## src/rtl/err_irq_pkg.sv

```systemverilog
package err_irq_pkg;

  // Register byte offsets; software decodes these, so they are fixed.
  localparam logic [11:0] OFF_RAW   = 12'h1C0;
  localparam logic [11:0] OFF_ACT   = 12'h1C4;
  localparam logic [11:0] OFF_ENSET = 12'h1C8;
  localparam logic [11:0] OFF_ENCLR = 12'h1CC;

  typedef enum logic [2:0] {
    RSEL_NONE,
    RSEL_RAW,
    RSEL_ACT,
    RSEL_ENSET,
    RSEL_ENCLR
  } reg_sel_e;

  // Sticky status bit: an event overrides a clear in the same cycle.
  function automatic logic sticky_bit(input logic cur, input logic clr, input logic evt);
    return evt | (cur & ~clr);
  endfunction

  // Enable bit driven by a set strobe and a clear strobe.
  function automatic logic mask_bit(input logic cur, input logic set, input logic clr);
    return set | (cur & ~clr);
  endfunction

endpackage

```

## src/rtl/err_status_bank.sv

```systemverilog
module err_status_bank #(
  parameter int NUM_SRC = 6
) (
  input  logic               clk,
  input  logic               rst_n,
  input  logic [NUM_SRC-1:0] evt_i,
  input  logic [NUM_SRC-1:0] clr_i,
  output logic [NUM_SRC-1:0] raw_q
);
  import err_irq_pkg::*;

  for (genvar b = 0; b < NUM_SRC; b++) begin : g_bit
    always_ff @(posedge clk) begin
      if (!rst_n) raw_q[b] <= 1'b0;
      else        raw_q[b] <= sticky_bit(raw_q[b], clr_i[b], evt_i[b]);
    end
  end

endmodule

```

## src/rtl/err_enable_reg.sv

```systemverilog
module err_enable_reg #(
  parameter int NUM_SRC = 6
) (
  input  logic               clk,
  input  logic               rst_n,
  input  logic [NUM_SRC-1:0] set_i,
  input  logic [NUM_SRC-1:0] clr_i,
  output logic [NUM_SRC-1:0] en_q
);
  import err_irq_pkg::*;

  for (genvar b = 0; b < NUM_SRC; b++) begin : g_bit
    always_ff @(posedge clk) begin
      if (!rst_n) en_q[b] <= 1'b0;
      else        en_q[b] <= mask_bit(en_q[b], set_i[b], clr_i[b]);
    end
  end

endmodule

```

## src/rtl/err_reg_decode.sv

```systemverilog
module err_reg_decode #(
  parameter int NUM_SRC = 6,
  parameter int ADDR_W  = 12,
  parameter int DATA_W  = 32
) (
  input  logic               sel_i,
  input  logic               wr_i,
  input  logic [ADDR_W-1:0]  addr_i,
  input  logic [DATA_W-1:0]  wdata_i,
  input  logic [NUM_SRC-1:0] raw_i,
  input  logic [NUM_SRC-1:0] act_i,
  input  logic [NUM_SRC-1:0] en_i,
  output logic [NUM_SRC-1:0] stat_clr_o,
  output logic [NUM_SRC-1:0] en_set_o,
  output logic [NUM_SRC-1:0] en_clr_o,
  output logic [DATA_W-1:0]  rdata_o
);
  import err_irq_pkg::*;

  reg_sel_e           which;
  logic               wr_go;
  logic [NUM_SRC-1:0] wbits;
  logic               unused_wbits;

  assign wbits        = wdata_i[NUM_SRC-1:0];
  assign unused_wbits = ^wdata_i[DATA_W-1:NUM_SRC];
  assign wr_go        = sel_i & wr_i;

  always_comb begin
    which = RSEL_NONE;
    if (sel_i) begin
      if      (addr_i == ADDR_W'(OFF_RAW))   which = RSEL_RAW;
      else if (addr_i == ADDR_W'(OFF_ACT))   which = RSEL_ACT;
      else if (addr_i == ADDR_W'(OFF_ENSET)) which = RSEL_ENSET;
      else if (addr_i == ADDR_W'(OFF_ENCLR)) which = RSEL_ENCLR;
    end
  end

  assign stat_clr_o = (wr_go && which == RSEL_ACT)   ? wbits : '0;
  assign en_set_o   = (wr_go && which == RSEL_ENSET) ? wbits : '0;
  assign en_clr_o   = (wr_go && which == RSEL_ENCLR) ? wbits : '0;

  always_comb begin
    rdata_o = '0;
    unique case (which)
      RSEL_RAW:               rdata_o = DATA_W'(raw_i);
      RSEL_ACT:               rdata_o = DATA_W'(act_i);
      RSEL_ENSET, RSEL_ENCLR: rdata_o = DATA_W'(en_i);
      default:                rdata_o = '0;
    endcase
  end

endmodule

```

## src/rtl/err_irq_ctrl.sv

```systemverilog
module err_irq_ctrl #(
  parameter int                 NUM_SRC    = 6,
  parameter int                 ADDR_W     = 12,
  parameter int                 DATA_W     = 32,
  parameter logic [NUM_SRC-1:0] FATAL_MASK = 6'b01_0010
) (
  input  logic               clk,
  input  logic               rst_n,
  input  logic [NUM_SRC-1:0] err_evt_i,
  input  logic               reg_sel_i,
  input  logic               reg_wr_i,
  input  logic [ADDR_W-1:0]  reg_addr_i,
  input  logic [DATA_W-1:0]  reg_wdata_i,
  output logic [DATA_W-1:0]  reg_rdata_o,
  output logic               err_irq_o,
  output logic               fatal_pend_o
);

  // Named internal events, also observed by the checker.
  logic [NUM_SRC-1:0] raw_q;
  logic [NUM_SRC-1:0] en_q;
  logic [NUM_SRC-1:0] act_vec;
  logic [NUM_SRC-1:0] stat_clr;
  logic [NUM_SRC-1:0] en_set;
  logic [NUM_SRC-1:0] en_clr;

  err_reg_decode #(.NUM_SRC(NUM_SRC), .ADDR_W(ADDR_W), .DATA_W(DATA_W)) dec_i (
    .sel_i      (reg_sel_i),
    .wr_i       (reg_wr_i),
    .addr_i     (reg_addr_i),
    .wdata_i    (reg_wdata_i),
    .raw_i      (raw_q),
    .act_i      (act_vec),
    .en_i       (en_q),
    .stat_clr_o (stat_clr),
    .en_set_o   (en_set),
    .en_clr_o   (en_clr),
    .rdata_o    (reg_rdata_o)
  );

  err_status_bank #(.NUM_SRC(NUM_SRC)) stat_i (
    .clk   (clk),
    .rst_n (rst_n),
    .evt_i (err_evt_i),
    .clr_i (stat_clr),
    .raw_q (raw_q)
  );

  err_enable_reg #(.NUM_SRC(NUM_SRC)) en_i (
    .clk   (clk),
    .rst_n (rst_n),
    .set_i (en_set),
    .clr_i (en_clr),
    .en_q  (en_q)
  );

  assign act_vec      = raw_q & en_q;
  assign err_irq_o    = |act_vec;
  assign fatal_pend_o = |(raw_q & FATAL_MASK);

endmodule

```

## config.mk

```make
export PLATFORM = sky130hd
export DESIGN_NAME = err_irq_ctrl
export DESIGN_NICKNAME = d
export VERILOG_FILES = /design/src/rtl/err_irq_pkg.sv /design/src/rtl/err_status_bank.sv /design/src/rtl/err_enable_reg.sv /design/src/rtl/err_reg_decode.sv /design/src/rtl/err_irq_ctrl.sv
export SDC_FILE = /design/constraint.sdc
export NUM_CORES = 1
export LEC_CHECK = 0
export BUFFER_PORTS_ARGS = -buffer_cell sky130_fd_sc_hd__buf_2
export CORE_ASPECT_RATIO = 0.7
export CORE_UTILIZATION = 32
export CTS_CLUSTER_DIAMETER = 60
export DETAILED_ROUTE_END_ITERATION = 10
export PLACE_DENSITY_LB_ADDON = 0.12
export SLEW_MARGIN = 20
export SYNTH_ARGS = -nofsm -noshare
export SYNTH_HDL_FRONTEND = slang
export SYNTH_SLANG_ARGS = --single-unit
```

## constraint.sdc

```tcl
create_clock -name clk -period 2.4 [get_ports clk]
set_clock_uncertainty 0.2 [all_clocks]
set_input_delay 0.48 -clock clk [delete_from_list [all_inputs] [get_ports clk]]
set_output_delay 0.48 -clock clk [all_outputs]
set_load 0.03 [all_outputs]
```

### Yosys cells after proc, flatten, opt, wreduce, memory -nomap -nowiden

Cells that the tools add are included.

* bitwise gates (word level): 38
* reduce and logical (&&, ||, !) cells: 6
* muxes and demuxes: 9
* eq/ne operators: 8

Operators by type and width (number)
* $eq 12x9->1 const B: 4
* $mux 6: 3
* $pmux 6 s3: 1
* $mux 3: 5
* $and 1x1->1: 13
* $not 1->1: 12
* $or 1x1->1: 12
* $and 6x6->6: 1
* $eq 3x2->1 const B: 2
* $reduce_or 6->1: 1
* $reduce_or 2->1: 2
* $eq 3x1->1 const B: 1
* $eq 3x3->1 const B: 1
* $logic_and 1x1->1: 3

* register bits after elaboration: 12
* input bits: 54

### Logic depth before layout (Yosys ltp)

Gate-level depths: netlist of run 1.

* depth in word-level cells: 12
* mapped depth: 6

### Modules after synthesis

From an unflattened synthesis of run 1, not the netlist that was laid out.

* cells, all modules: 122
* area, all modules: 1133.6 µm²

Modules (own cells, without submodules)
* err_reg_decode: times used 1, cells each 76, area an instance 568.0 µm²
* err_enable_reg: times used 1, cells each 18, area an instance 247.7 µm²
* err_status_bank: times used 1, cells each 18, area an instance 247.7 µm²
* err_irq_ctrl: times used 1, cells each 10, area an instance 70.1 µm²

### Least setup slack after synthesis of run 1

Ideal clock, no wire load.

* path type: in2out
* start: input port reg_addr_i[9]
* end: output port reg_rdata_o[0]
* data required time: 1.720 ns
* stages on the path: 5
* path slack: -0.371 ns
* buffers on the path: 2
* arrival: 2.091 ns
* path through: or4b_1 -> clkbuf_2 -> or3_1 -> buf_2 -> nor2_1

* word-level cells in the longest chain between the ends: 9

RTL lines
* start, declared: line err_irq_ctrl.sv:12 `input logic [ADDR_W-1:0] reg_addr_i,`
* $eq 12x9->1: line err_reg_decode.sv:35 `else if (addr_i == ADDR_W'(OFF_ENCLR)) which = RSEL_ENCLR;`
* $mux 3: line err_reg_decode.sv:35
* $mux 3: line err_reg_decode.sv:34 `else if (addr_i == ADDR_W'(OFF_ENSET)) which = RSEL_ENSET;`
* $mux 3: line err_reg_decode.sv:33 `else if (addr_i == ADDR_W'(OFF_ACT)) which = RSEL_ACT;`
* $mux 3 (*): line err_reg_decode.sv:32 `if (addr_i == ADDR_W'(OFF_RAW)) which = RSEL_RAW;`
* $mux 3 (*): line err_reg_decode.sv:31 `if (sel_i) begin`
* $eq 3x3->1 / $eq 3x2->1 (equally long branches): line err_reg_decode.sv:45 `unique case (which)`
* $reduce_or 2->1: line err_reg_decode.sv:45
* $pmux 6 s3 (*): line err_reg_decode.sv:45
* end, declared: line err_irq_ctrl.sv:14 `output logic [DATA_W-1:0] reg_rdata_o,`

Every way passes the cells marked *; elsewhere a longest branch is shown, timed or not.

### Worst setup path after layout of run 1

* start: input port reg_addr_i[0]
* end: output port reg_rdata_o[1]

Same word-level chain as after synthesis.

==> flow_summary.html, run 1 <==
<table>
<tr><th>Metric</th><th>Value</th></tr>
<tr><th colspan="2">Global routing</th></tr>
<tr><td>Largest net degree at the start of global routing</td><td>15</td></tr>
<tr><td>Wire length of the first global-routing pass</td><td>3698 µm</td></tr>
<tr><td>Congestion Overflow GR</td><td>0</td></tr>
<tr><td>Total global routing track utilization</td><td>0.1697</td></tr>
<tr><td>Initial antenna violation count</td><td>0</td></tr>
<tr><td>Vias in the first global route</td><td>792</td></tr>
<tr><th colspan="2">Synthesis</th></tr>
<tr><td>Largest area contributor in the synthesized netlist</td><td>sky130_fd_sc_hd__dfxtp_1</td></tr>
<tr><td>Avg Synthesized Cell Area</td><td>7.954 µm²</td></tr>
<tr><td>Area share of the largest cell type after synthesis</td><td>0.2697</td></tr>
<tr><td>Cell area after synthesis</td><td>890.9 µm²</td></tr>
<tr><td>Synth Area in Compound Gates</td><td>0.1433</td></tr>
<tr><td>Largest cells by area after synthesis</td><td>sky130_fd_sc_hd__dfxtp_1, sky130_fd_sc_hd__buf_4, sky130_fd_sc_hd__mux2i_1, sky130_fd_sc_hd__a31oi_1, sky130_fd_sc_hd__nand4_1</td></tr>
<tr><td>Dominant combinational cell family by area after synthesis</td><td>buffers and inverters</td></tr>
<tr><td>Count of different cell masters after synthesis</td><td>25</td></tr>
<tr><td>Fraction of the mapped netlist area in simple logic gates</td><td>0.2303</td></tr>
<tr><td>Yosys warnings</td><td>0</td></tr>
<tr><td>Fraction of synthesized cell area in xor and xnor cells</td><td>0</td></tr>
<tr><td>Mux cell area share after synthesis</td><td>0.06742</td></tr>
<tr><td>Adder-cell area share of the yosys netlist</td><td>0</td></tr>
<tr><td>FF+latch count, synth</td><td>12</td></tr>
<tr><td>Portion of the post-synthesis area used by sequential elements</td><td>0.2697</td></tr>
<tr><td>Synth Instances</td><td>112</td></tr>
<tr><th colspan="2">STA</th></tr>
<tr><td>Unrepaired setup endpoints after global routing</td><td>yes</td></tr>
<tr><td>Final sum of negative setup slack</td><td>-0.8391 ns</td></tr>
<tr><td>Setup-violating endpoint count in the final report</td><td>6</td></tr>
<tr><td>Minimum clock period after layout</td><td>2.549 ns</td></tr>
<tr><td>Final-report max-slew violation count</td><td>0</td></tr>
<tr><td>Period utilisation layout</td><td>1.062</td></tr>
<tr><td>Worst Slack Setup Final</td><td>-0.1494 ns</td></tr>
<tr><td>Worst hold slack</td><td>0.2407 ns</td></tr>
<tr><td>Max Clk Rate</td><td>0.3923 GHz</td></tr>
<tr><td>Number of failing hold endpoints at the final stage</td><td>0</td></tr>
<tr><th colspan="2">Clock network</th></tr>
<tr><td>Number of CTS-inserted buffers</td><td>3</td></tr>
<tr><td>Cell at the root of the clock tree</td><td>sky130_fd_sc_hd__clkbuf_8</td></tr>
<tr><td>CTS tree</td><td>done</td></tr>
<tr><td>Number of clock sinks</td><td>12</td></tr>
<tr><td>Maximum buffer depth of the clock tree</td><td>2</td></tr>
<tr><td>Clock Pin Slew Worst Setup and Hold Paths</td><td>0.05 ns</td></tr>
<tr><td>H-tree levels</td><td>1</td></tr>
<tr><td>Clock latency of the later-clocked register in the worst-skew pair</td><td>0.23 ns</td></tr>
<tr><th colspan="2">Worst setup path</th></tr>
<tr><td>Logic depth of the worst register-to-register path</td><td>2</td></tr>
<tr><td>Crit path top cell by count</td><td>sky130_fd_sc_hd__buf_6</td></tr>
<tr><td>Crit path largest cell delay</td><td>0.52 ns</td></tr>
<tr><td>Crit path kind</td><td>in2out</td></tr>
<tr><td>Critical path launch point</td><td>reg_addr_i[0]</td></tr>
<tr><td>Cell type of the slowest stage on the worst timing path</td><td>sky130_fd_sc_hd__or4b_4</td></tr>
<tr><td>Cells along the critical path</td><td>buf_6 -&gt; or4b_4 -&gt; or3_4 -&gt; nor2_4 -&gt; buf_6</td></tr>
<tr><td>Flop-to-flop setup slack</td><td>1.49 ns</td></tr>
<tr><td>Reg2Reg Capture Point</td><td>stat_i.raw_q[1]$_SDFF_PN0_</td></tr>
<tr><td>Critical path endpoint category</td><td>output pin</td></tr>
<tr><td>Crit start category</td><td>input port</td></tr>
<tr><td>CP required</td><td>1.72 ns</td></tr>
<tr><td>Critical path data arrival time</td><td>1.87 ns</td></tr>
<tr><td>Critical Path Fanout Max</td><td>6</td></tr>
<tr><td>R2r startpoint</td><td>stat_i.raw_q[1]$_SDFF_PN0_</td></tr>
<tr><th colspan="2">Finish</th></tr>
<tr><td>Number of inserted diodes</td><td>0</td></tr>
<tr><td>Fillcell total</td><td>267</td></tr>
<tr><td>Area growth, synth to finish</td><td>30.76%</td></tr>
<tr><td>Number of nets in the final layout</td><td>205</td></tr>
<tr><td>Ratio of cells with drive above 1 in the final layout</td><td>0.3691</td></tr>
<tr><td>Final core utilization</td><td>0.4564</td></tr>
<tr><th colspan="2">Place</th></tr>
<tr><td>Post-Place Setup Slack</td><td>-0.2528 ns</td></tr>
<tr><td>Placed wire-length estimate</td><td>1818 µm</td></tr>
<tr><td>Global placement routability congestion</td><td>0.7638</td></tr>
<tr><td>Buffers added on ports</td><td>35</td></tr>
<tr><th colspan="2">Die</th></tr>
<tr><td>Die outline area</td><td>3002 µm²</td></tr>
<tr><td>Core area</td><td>2552 µm²</td></tr>
<tr><td>Die height</td><td>46.15 µm</td></tr>
<tr><td>Die Wd</td><td>65.07 µm</td></tr>
<tr><td>Effective utilization at floorplan</td><td>0.3490</td></tr>
<tr><td>Number of rows in the core area</td><td>15</td></tr>
<tr><td>Number of I/O pins</td><td>88</td></tr>
<tr><th colspan="2">Pwr</th></tr>
<tr><td>Max VDD drop</td><td>0.2858 mV</td></tr>
<tr><td>Cell Int Power</td><td>0.3523 mW</td></tr>
<tr><td>Power Density</td><td>446.6 nW/µm²</td></tr>
<tr><td>Switching part of the total</td><td>0.3228</td></tr>
<tr><td>Fraction of power consumed by combinational cells</td><td>0.249</td></tr>
<tr><td>Clock power share</td><td>0.339</td></tr>
<tr><td>Power spent charging and discharging nets</td><td>0.1679 mW</td></tr>
<tr><td>Leakage power summed over all cells</td><td>0.5063 nW</td></tr>
<tr><td>Sequential group share of total power</td><td>0.411</td></tr>
<tr><td>Total design power</td><td>0.5202 mW</td></tr>
<tr><th colspan="2">Routing</th></tr>
<tr><td>Via count</td><td>881</td></tr>
<tr><td>Residual DRC</td><td>0</td></tr>
<tr><td>Per-cell via count in the routed design</td><td>4.814</td></tr>
<tr><td>Routed length per placed instance</td><td>12.97 µm</td></tr>
<tr><td>First-iteration detailed-routing DRC count</td><td>34</td></tr>
<tr><td>Number of iterations in the first detailed-routing pass</td><td>4</td></tr>
<tr><td>Antenna Nets Post-Route</td><td>0</td></tr>
<tr><td>Detailed Route WL</td><td>2374 µm</td></tr>
<tr><th colspan="2">Min path</th></tr>
<tr><td>Worst Hold Endpoint</td><td>stat_i.raw_q[0]$_SDFF_PN0_</td></tr>
<tr><td>Worst hold path startpoint</td><td>reg_wdata_i[0]</td></tr>
<tr><td>Min-Delay Path Class</td><td>in2reg</td></tr>
<tr><td>Cell depth of the worst min-delay path</td><td>2</td></tr>
<tr><th colspan="2">Run status</th></tr>
<tr><td>Outcome</td><td>finished, violations left</td></tr>
<tr><td>Failing checks</td><td>negative setup slack</td></tr>
<tr><th colspan="2">Flow run</th></tr>
<tr><td>Max Cap Violations</td><td>0</td></tr>
</table>
placed cells by master, fill, tap and decap left out, drive strengths merged:
cell	instances
dfxtp	12
or4b	2
clkbuf	3
nor4	7
or3	1
conb	26
o22ai	6
mux2i	6
a31oi	6
nand4b	1
or2	1
nand4	6
nand2b	1
buf	41
o21ai	6
inv	6
nor2	7
nand3b	1
a22oi	3
nand3	1
nand2	6
metal layers:
metal | track usage | up-vias | share of wire
met5 | 0 | - | 0
met4 | 0.06087 | 0 | 0.021
met3 | 0.06188 | 6 | 0.079
met2 | 0.2771 | 43 | 0.47
met1 | 0.2085 | 406 | 0.43
li1 | - | 426 | -
through the flow:
step,cell area [µm²],std cells
global placement,1065,180
floorplan,1050,137
finish,1165,183
detailed placement,1065,180
global route,1165,183
CTS,1179,184
Yosys cell counts (all sizes together):
cell type and instances:
conb 1, clkbuf 3, nor4 7, o22ai 6, nand2 6, nand3b 1
or3 1, or4b 2, buf 29, nand4 6, nand3 1, inv 6
o21ai 6, a31oi 6, mux2i 6, dfxtp 12, or2 1, a22oi 3
nand4b 1, nor2 7, nand2b 1
sequential cells by signal, indices dropped and copies added, names as in the netlist:
| name | flops |
|---|---|
| en_i.en_q | 6 |
| stat_i.raw_q | 6 |
cell families (layout without fill, tap and decap cells):
group / after synthesis / count (layout)
buffers and inverters: 38 / 50
other: 1 / 26
muxes: 6 / 6
AOI/OAI and AO/OA: 21 / 21
DFF: 12 / 12
and+or+nand+nor: 34 / 34
area by class of cell:
type | instances | area (µm²) | area share
Inverter | 6 | 22.52 | 0.01933
Clock buffer | 3 | 41.29 | 0.03545
Sequential cell | 12 | 240.2 | 0.2062
Tap cell | 34 | 42.54 | 0.03652
Multi-Input combinational cell | 87 | 548.0 | 0.4705
Timing Repair Buffer | 41 | 270.3 | 0.2320
power by group through the flow:
stage,Sequential [mW],Combinational [mW],Clock [mW]
6_report,0.214,0.130,0.177
5_1_grt,0.215,0.140,0.196
4_1_cts,0.214,0.127,0.182
3_5_place_dp,0.218,0.125,0
3_3_place_gp,0.218,0.122,0
2_1_floorplan,0.215,0.123,0
critical path, delay by kind of cell:
family,cells,cell delay (ns)
and+or+nand+nor,3,1.17
buffers and inverters,2,0.22
how the worst max path moves through the flow:
stage	endpoint	slack [ns]	cells after the start
2_1_floorplan	reg_rdata_o[0]	-0.16	6
3_3_place_gp	reg_rdata_o[0]	-0.23	6
3_5_place_dp	reg_rdata_o[1]	-0.25	6
4_1_cts	reg_rdata_o[1]	-0.16	6
5_1_grt	reg_rdata_o[3]	-0.18	5
6_report	reg_rdata_o[1]	-0.15	5
repair_timing:
item                                   in CTS  in global routing
pin swaps                                   2                  5
endpoints found under the hold margin       0                  0
buffers inserted                            1                  0
setup endpoints to repair                   6                  6
hold buffers                                0                  0
gates resized for setup                    18                  1
No activity file was read; power rests on OpenSTA's default activity.
==> run 2: changes to the inputs <==
Settings changed: PLACE_DENSITY set to 0.79, PLACE_DENSITY_LB_ADDON 0.12 to unset.
==> run 2 against run 1 <==
Setup slack improved by 0.020 ns; the flow still finishes with violations (negative setup slack); register-to-register slack about the same; largest cell class unchanged; highest routed layer unchanged; worst hold slack got worse by 0.0066 ns.
==> flow_summary.html, run 2 (synthesis results as in run 1) <==
<table>
<tr><th>Metric</th><th>Value</th></tr>
<tr><th colspan="2">STA</th></tr>
<tr><td>Minimum clock period after layout</td><td>2.529 ns</td></tr>
<tr><td>Worst hold slack</td><td>0.2341 ns</td></tr>
<tr><td>Max Clk Rate</td><td>0.3953 GHz</td></tr>
<tr><td>Number of failing hold endpoints at the final stage</td><td>0</td></tr>
<tr><td>Worst Slack Setup Final</td><td>-0.1295 ns</td></tr>
<tr><td>Period utilisation layout</td><td>1.054</td></tr>
<tr><td>Final sum of negative setup slack</td><td>-0.7555 ns</td></tr>
<tr><td>Setup-violating endpoint count in the final report</td><td>6</td></tr>
<tr><td>Final-report max-slew violation count</td><td>0</td></tr>
<tr><td>Unrepaired setup endpoints after global routing</td><td>yes</td></tr>
<tr><th colspan="2">Routing</th></tr>
<tr><td>Routed length per placed instance</td><td>11.87 µm</td></tr>
<tr><td>Number of iterations in the first detailed-routing pass</td><td>4</td></tr>
<tr><td>Residual DRC</td><td>0</td></tr>
<tr><td>First-iteration detailed-routing DRC count</td><td>43</td></tr>
<tr><td>Antenna Nets Post-Route</td><td>0</td></tr>
<tr><td>Via count</td><td>886</td></tr>
<tr><td>Per-cell via count in the routed design</td><td>4.842</td></tr>
<tr><td>Detailed Route WL</td><td>2173 µm</td></tr>
<tr><th colspan="2">Flow run</th></tr>
<tr><td>Max Cap Violations</td><td>0</td></tr>
<tr><th colspan="2">Run status</th></tr>
<tr><td>Failing checks</td><td>negative setup slack</td></tr>
<tr><td>Outcome</td><td>finished, violations left</td></tr>
<tr><th colspan="2">Global routing</th></tr>
<tr><td>Congestion Overflow GR</td><td>0</td></tr>
<tr><td>Initial antenna violation count</td><td>0</td></tr>
<tr><td>Vias in the first global route</td><td>757</td></tr>
<tr><td>Wire length of the first global-routing pass</td><td>3443 µm</td></tr>
<tr><td>Total global routing track utilization</td><td>0.1560</td></tr>
<tr><td>Largest net degree at the start of global routing</td><td>15</td></tr>
<tr><th colspan="2">Place</th></tr>
<tr><td>Buffers added on ports</td><td>35</td></tr>
<tr><td>Global placement routability congestion</td><td>0.8008</td></tr>
<tr><td>Placed wire-length estimate</td><td>1701 µm</td></tr>
<tr><th colspan="2">Finish</th></tr>
<tr><td>Number of inserted diodes</td><td>0</td></tr>
<tr><td>Sequential cell area in the final layout</td><td>240.2 µm²</td></tr>
<tr><td>Area growth, synth to finish</td><td>30.76%</td></tr>
<tr><td>Final core utilization</td><td>0.4564</td></tr>
<tr><td>Fillcell total</td><td>260</td></tr>
<tr><td>Number of nets in the final layout</td><td>204</td></tr>
<tr><td>Footprint of the multi-input gates</td><td>548.0 µm²</td></tr>
<tr><td>Most common library cell in the layout ignoring fill and taps</td><td>sky130_fd_sc_hd__buf_2</td></tr>
<tr><td>Commonest cells after routing, fill and taps aside</td><td>sky130_fd_sc_hd__buf_2, sky130_fd_sc_hd__conb_1, sky130_fd_sc_hd__dfxtp_1</td></tr>
<tr><td>Ratio of cells with drive above 1 in the final layout</td><td>0.3691</td></tr>
<tr><td>Largest registers</td><td>en_i.en_q: 6 flops, stat_i.raw_q: 6 flops</td></tr>
<tr><th colspan="2">Worst setup path</th></tr>
<tr><td>CP required</td><td>1.72 ns</td></tr>
<tr><td>Flop-to-flop setup slack</td><td>1.49 ns</td></tr>
<tr><td>Crit start category</td><td>input port</td></tr>
<tr><td>Logic depth of the worst register-to-register path</td><td>2</td></tr>
<tr><td>R2r startpoint</td><td>stat_i.raw_q[1]$_SDFF_PN0_</td></tr>
<tr><td>Critical path data arrival time</td><td>1.85 ns</td></tr>
<tr><td>Critical Path Fanout Max</td><td>6</td></tr>
<tr><td>Crit path kind</td><td>in2out</td></tr>
<tr><td>Critical path endpoint category</td><td>output pin</td></tr>
<tr><td>Reg2Reg Capture Point</td><td>stat_i.raw_q[1]$_SDFF_PN0_</td></tr>
<tr><th colspan="2">Clock network</th></tr>
<tr><td>Cell at the root of the clock tree</td><td>sky130_fd_sc_hd__clkbuf_8</td></tr>
<tr><td>Maximum buffer depth of the clock tree</td><td>2</td></tr>
<tr><td>Clock Pin Slew Worst Setup and Hold Paths</td><td>0.05 ns</td></tr>
<tr><td>CTS Hold Bufs</td><td>0</td></tr>
<tr><td>Clock latency of the later-clocked register in the worst-skew pair</td><td>0.24 ns</td></tr>
<tr><td>Number of clock sinks</td><td>12</td></tr>
<tr><td>CTS tree</td><td>done</td></tr>
<tr><td>H-tree levels</td><td>1</td></tr>
<tr><td>Post-CTS setup buffer count</td><td>0</td></tr>
<tr><td>Number of CTS-inserted buffers</td><td>3</td></tr>
<tr><th colspan="2">Die</th></tr>
<tr><td>Number of rows in the core area</td><td>15</td></tr>
<tr><td>Die height</td><td>46.15 µm</td></tr>
<tr><td>Number of I/O pins</td><td>88</td></tr>
<tr><td>Effective utilization at floorplan</td><td>0.3490</td></tr>
<tr><td>Core area</td><td>2552 µm²</td></tr>
<tr><td>Die Wd</td><td>65.07 µm</td></tr>
<tr><td>Die outline area</td><td>3002 µm²</td></tr>
<tr><th colspan="2">Pwr</th></tr>
<tr><td>Max VDD drop</td><td>0.1629 mV</td></tr>
<tr><td>Leakage power summed over all cells</td><td>0.5082 nW</td></tr>
<tr><td>Power Density</td><td>486.7 nW/µm²</td></tr>
<tr><td>Total design power</td><td>0.5669 mW</td></tr>
<tr><th colspan="2">Min path</th></tr>
<tr><td>Min-Delay Path Class</td><td>in2reg</td></tr>
<tr><td>Cell depth of the worst min-delay path</td><td>2</td></tr>
<tr><td>Worst hold path startpoint</td><td>reg_wdata_i[0]</td></tr>
<tr><td>Worst Hold Endpoint</td><td>stat_i.raw_q[0]$_SDFF_PN0_</td></tr>
</table>
==> run 2: cell count changes in the layout (fill, tap and decap cells not counted) <==
cell and change:
sky130_fd_sc_hd__buf_4 -1, sky130_fd_sc_hd__clkbuf_8 +1, sky130_fd_sc_hd__buf_2 +1, sky130_fd_sc_hd__buf_6 -1
==> run 2: where the power goes <==
part / internal (mW) / leakage (nW) / switching, mW
clock: 0.145 / 0.0288 / 0.0807
combinational: 0.0338 / 0.381 / 0.0938
sequential: 0.207 / 0.0986 / 0.00678
total: 0.386 / 0.508 / 0.181
==> run 2: how the worst max path moves through the flow <==
stage | startpoint | to | cells after the start
after global routing | reg_addr_i[0] | reg_rdata_o[3] | 5
after detailed placement | reg_addr_i[0] | reg_rdata_o[1] | 6
after global placement | reg_addr_i[0] | reg_rdata_o[0] | 6
final | reg_addr_i[0] | reg_rdata_o[1] | 5
after CTS | reg_addr_i[0] | reg_rdata_o[1] | 6
after floorplan | reg_sel_i | reg_rdata_o[0] | 6
==> run 2: critical path, cell delays in order <==
cell                     delay [ns]
sky130_fd_sc_hd__buf_6         0.09
sky130_fd_sc_hd__or4b_4        0.53
sky130_fd_sc_hd__or3_4         0.50
sky130_fd_sc_hd__nor2_4        0.12
sky130_fd_sc_hd__buf_6         0.13
==> run 2: area by class of cell <==
cell class | instances | area share
Multi-Input combinational cell | 87 | 0.4705
Timing Repair Buffer | 40 | 0.2202
Sequential cell | 12 | 0.2062
Clock buffer | 4 | 0.04726
Tap cell | 34 | 0.03652
Inverter | 6 | 0.01933
==> run 2: timing repair <==
item,CTS,global route
cloned,0,0
resized for setup,14,2
endpoints found under the setup margin,6,6
pin swaps,0,0
==> run 2: metal layers <==
| metal | vias to the layer above | global-route usage | routed length [µm] |
|---|---|---|---|
| met5 | - | 0 | 0 |
| met4 | 0 | 0.02609 | 9 |
| met3 | 2 | 0.04703 | 148 |
| met2 | 39 | 0.2896 | 1054 |
| met1 | 417 | 0.1830 | 960 |
| li1 | 428 | - | - |
==> run 2: per-stage QoR <==
step | setup WS, ns | instances | area, µm²
2_1_floorplan | -0.1550 | 137 | 1050
3_3_place_gp | -0.2292 | 180 | 1065
3_5_place_dp | -0.2414 | 180 | 1065
4_1_cts | -0.1597 | 184 | 1167
5_1_grt | -0.1703 | 183 | 1165
6_report | -0.1295 | 183 | 1165
==> run 3: changes to the inputs <==
Settings changed: CORE_MARGIN set to 2.
==> run 3 against run 2 <==
The flow still finishes with violations (negative setup slack); setup slack worse by 0.036 ns; die area is 7.5% higher; register-to-register slack worse by 0.02 ns; combinational power hardly changed; design area is 0.64% higher; critical path depth is 1 higher.
==> flow_summary.html, run 3 (synthesis results as in run 1) <==
<table>
<tr><th>Metric</th><th>Value</th></tr>
<tr><th colspan="2">Finish</th></tr>
<tr><td>Final core utilization</td><td>0.4593</td></tr>
<tr><td>Number of inserted diodes</td><td>0</td></tr>
<tr><td>Ratio of cells with drive above 1 in the final layout</td><td>0.3709</td></tr>
<tr><td>Fillcell total</td><td>277</td></tr>
<tr><td>Most common library cell in the layout ignoring fill and taps</td><td>sky130_fd_sc_hd__buf_2</td></tr>
<tr><td>Number of nets in the final layout</td><td>207</td></tr>
<tr><td>Sequential cell area in the final layout</td><td>240.2 µm²</td></tr>
<tr><td>Largest registers</td><td>en_i.en_q: 6 flops, stat_i.raw_q: 6 flops</td></tr>
<tr><td>Final Instance Count excl. Fillers</td><td>185</td></tr>
<tr><td>Area growth, synth to finish</td><td>31.60%</td></tr>
<tr><td>Commonest cells after routing, fill and taps aside</td><td>sky130_fd_sc_hd__buf_2, sky130_fd_sc_hd__conb_1, sky130_fd_sc_hd__dfxtp_1</td></tr>
<tr><td>Footprint of the multi-input gates</td><td>543.0 µm²</td></tr>
<tr><th colspan="2">Run status</th></tr>
<tr><td>Outcome</td><td>finished, violations left</td></tr>
<tr><td>Failing checks</td><td>negative setup slack</td></tr>
<tr><th colspan="2">Worst setup path</th></tr>
<tr><td>R2r startpoint</td><td>stat_i.raw_q[1]$_SDFF_PN0_</td></tr>
<tr><td>Reg2Reg Capture Point</td><td>stat_i.raw_q[1]$_SDFF_PN0_</td></tr>
<tr><td>Logic depth of the worst register-to-register path</td><td>2</td></tr>
<tr><td>CP required</td><td>1.72 ns</td></tr>
<tr><td>Crit start category</td><td>input port</td></tr>
<tr><td>Crit path kind</td><td>in2out</td></tr>
<tr><td>Critical Path Fanout Max</td><td>6</td></tr>
<tr><td>Flop-to-flop setup slack</td><td>1.47 ns</td></tr>
<tr><td>Critical path data arrival time</td><td>1.89 ns</td></tr>
<tr><td>Critical path endpoint category</td><td>output pin</td></tr>
<tr><th colspan="2">Routing</th></tr>
<tr><td>Number of iterations in the first detailed-routing pass</td><td>4</td></tr>
<tr><td>Detailed Route WL</td><td>2197 µm</td></tr>
<tr><td>Antenna Nets Post-Route</td><td>0</td></tr>
<tr><td>Met1 wire length</td><td>945 µm</td></tr>
<tr><td>Highest signal layer in the routed design</td><td>met4</td></tr>
<tr><td>Met3 Wirelength</td><td>277 µm</td></tr>
<tr><td>Met2 Routed Length</td><td>959 µm</td></tr>
<tr><td>Residual DRC</td><td>0</td></tr>
<tr><td>First-iteration detailed-routing DRC count</td><td>83</td></tr>
<tr><td>Routed length per placed instance</td><td>11.88 µm</td></tr>
<tr><td>Per-cell via count in the routed design</td><td>4.859</td></tr>
<tr><td>Via count</td><td>899</td></tr>
<tr><th colspan="2">Place</th></tr>
<tr><td>Buffers added on ports</td><td>35</td></tr>
<tr><td>Global placement routability congestion</td><td>0.8165</td></tr>
<tr><td>Placed Cells incl. Taps</td><td>180</td></tr>
<tr><td>Placed wire-length estimate</td><td>1695 µm</td></tr>
<tr><th colspan="2">Clock network</th></tr>
<tr><td>Clock latency of the later-clocked register in the worst-skew pair</td><td>0.23 ns</td></tr>
<tr><td>Number of CTS-inserted buffers</td><td>3</td></tr>
<tr><td>Maximum buffer depth of the clock tree</td><td>2</td></tr>
<tr><td>Number of clock sinks</td><td>12</td></tr>
<tr><td>H-tree levels</td><td>1</td></tr>
<tr><td>CTS tree</td><td>done</td></tr>
<tr><td>Clock Pin Slew Worst Setup and Hold Paths</td><td>0.05 ns</td></tr>
<tr><td>Cell at the root of the clock tree</td><td>sky130_fd_sc_hd__clkbuf_8</td></tr>
<tr><td>CTS Hold Bufs</td><td>0</td></tr>
<tr><th colspan="2">Min path</th></tr>
<tr><td>Min-Delay Path Class</td><td>in2reg</td></tr>
<tr><td>Worst Hold Endpoint</td><td>stat_i.raw_q[1]$_SDFF_PN0_</td></tr>
<tr><td>Worst hold path startpoint</td><td>reg_wdata_i[1]</td></tr>
<tr><td>Cell depth of the worst min-delay path</td><td>2</td></tr>
<tr><th colspan="2">Pwr</th></tr>
<tr><td>Sequential group share of total power</td><td>0.412</td></tr>
<tr><td>Switching part of the total</td><td>0.3225</td></tr>
<tr><td>Power spent charging and discharging nets</td><td>0.1674 mW</td></tr>
<tr><td>Leakage power summed over all cells</td><td>0.5132 nW</td></tr>
<tr><td>Fraction of power consumed by combinational cells</td><td>0.247</td></tr>
<tr><td>Power Density</td><td>442.9 nW/µm²</td></tr>
<tr><td>Clock power share</td><td>0.341</td></tr>
<tr><td>Max VDD drop</td><td>0.1609 mV</td></tr>
<tr><td>Total design power</td><td>0.5192 mW</td></tr>
<tr><td>Cell Int Power</td><td>0.3518 mW</td></tr>
<tr><th colspan="2">Global routing</th></tr>
<tr><td>Initial antenna violation count</td><td>0</td></tr>
<tr><td>Wire length of the first global-routing pass</td><td>3325 µm</td></tr>
<tr><td>Vias in the first global route</td><td>740</td></tr>
<tr><td>Total global routing track utilization</td><td>0.1418</td></tr>
<tr><td>Largest net degree at the start of global routing</td><td>15</td></tr>
<tr><td>Congestion Overflow GR</td><td>0</td></tr>
<tr><th colspan="2">STA</th></tr>
<tr><td>Max Clk Rate</td><td>0.3898 GHz</td></tr>
<tr><td>Period utilisation layout</td><td>1.069</td></tr>
<tr><td>Final sum of negative setup slack</td><td>-0.9185 ns</td></tr>
<tr><td>Number of failing hold endpoints at the final stage</td><td>0</td></tr>
<tr><td>Final-report max-slew violation count</td><td>0</td></tr>
<tr><td>Unrepaired setup endpoints after global routing</td><td>yes</td></tr>
<tr><td>Setup-violating endpoint count in the final report</td><td>6</td></tr>
<tr><td>Minimum clock period after layout</td><td>2.565 ns</td></tr>
<tr><td>Worst Slack Setup Final</td><td>-0.1652 ns</td></tr>
<tr><th colspan="2">Die</th></tr>
<tr><td>Die height</td><td>48.15 µm</td></tr>
<tr><td>Core area</td><td>2552 µm²</td></tr>
<tr><td>Die Wd</td><td>67.07 µm</td></tr>
<tr><td>Effective utilization at floorplan</td><td>0.3490</td></tr>
<tr><td>Die outline area</td><td>3229 µm²</td></tr>
<tr><td>Number of I/O pins</td><td>88</td></tr>
<tr><td>Number of rows in the core area</td><td>15</td></tr>
<tr><th colspan="2">Flow run</th></tr>
<tr><td>Max Cap Violations</td><td>0</td></tr>
</table>
==> run 3: cell types whose count changed in the layout (fill, tap and decap cells not counted) <==
cell and delta:
sky130_fd_sc_hd__clkbuf_8 -1, sky130_fd_sc_hd__buf_6 +1, sky130_fd_sc_hd__buf_4 +2, sky130_fd_sc_hd__or3_1 +1, sky130_fd_sc_hd__or3_4 -1
==> run 3: how the worst max path moves through the flow <==
stage	start	endpoint	slack, ns
finish	reg_addr_i[4]	reg_rdata_o[3]	-0.17
detailed placement	reg_addr_i[0]	reg_rdata_o[1]	-0.25
CTS	reg_addr_i[4]	reg_rdata_o[5]	-0.16
global route	reg_addr_i[4]	reg_rdata_o[4]	-0.19
floorplan	reg_sel_i	reg_rdata_o[0]	-0.16
global placement	reg_addr_i[0]	reg_rdata_o[5]	-0.24
==> run 3: what timing repair did <==
action / in CTS / in global routing
resized for setup: 14 / 1
setup endpoints to repair: 6 / 6
pin swaps: 2 / 2
buffers inserted: 1 / 1
==> run 3: critical path, cell delays in order <==
cell,delay [ns]
sky130_fd_sc_hd__buf_6,0.09
sky130_fd_sc_hd__or4b_4,0.52
sky130_fd_sc_hd__or3_1,0.39
sky130_fd_sc_hd__buf_6,0.17
sky130_fd_sc_hd__nor2_4,0.11
sky130_fd_sc_hd__buf_6,0.13
==> run 3: cell type report <==
type	instances	area share
multi-input cells	87	0.4632
clock buffers	3	0.03522
inverters	6	0.01921
flip-flops and latches	12	0.2049
well taps	34	0.03629
repair buffers	43	0.2412
==> run 3: stage by stage <==
stage	cell area (µm²)	hold slack [ns]	worst slack [ns]
4_1_cts	1161	0.2440	-0.1611
3_5_place_dp	1065	0.2668	-0.2462
3_3_place_gp	1065	0.2615	-0.2377
5_1_grt	1172	0.2488	-0.1940
6_report	1172	0.2454	-0.1652
2_1_floorplan	1050	0.2480	-0.1550
==> run 3: per-layer routing <==
| layer | vias to the layer above | GRT usage |
|---|---|---|
| met5 | - | 0 |
| met4 | 0 | 0.03673 |
| met3 | 2 | 0.05081 |
| met2 | 57 | 0.2297 |
| met1 | 406 | 0.1837 |
| li1 | 434 | - |
==> run 3: power by group through the flow <==
stage | sequential (mW) | clock, mW | combinational, mW
after floorplan | 0.215 | 0 | 0.123
after global placement | 0.217 | 0 | 0.123
after detailed placement | 0.218 | 0 | 0.124
after CTS | 0.214 | 0.177 | 0.126
after global routing | 0.214 | 0.185 | 0.138
final | 0.214 | 0.177 | 0.128
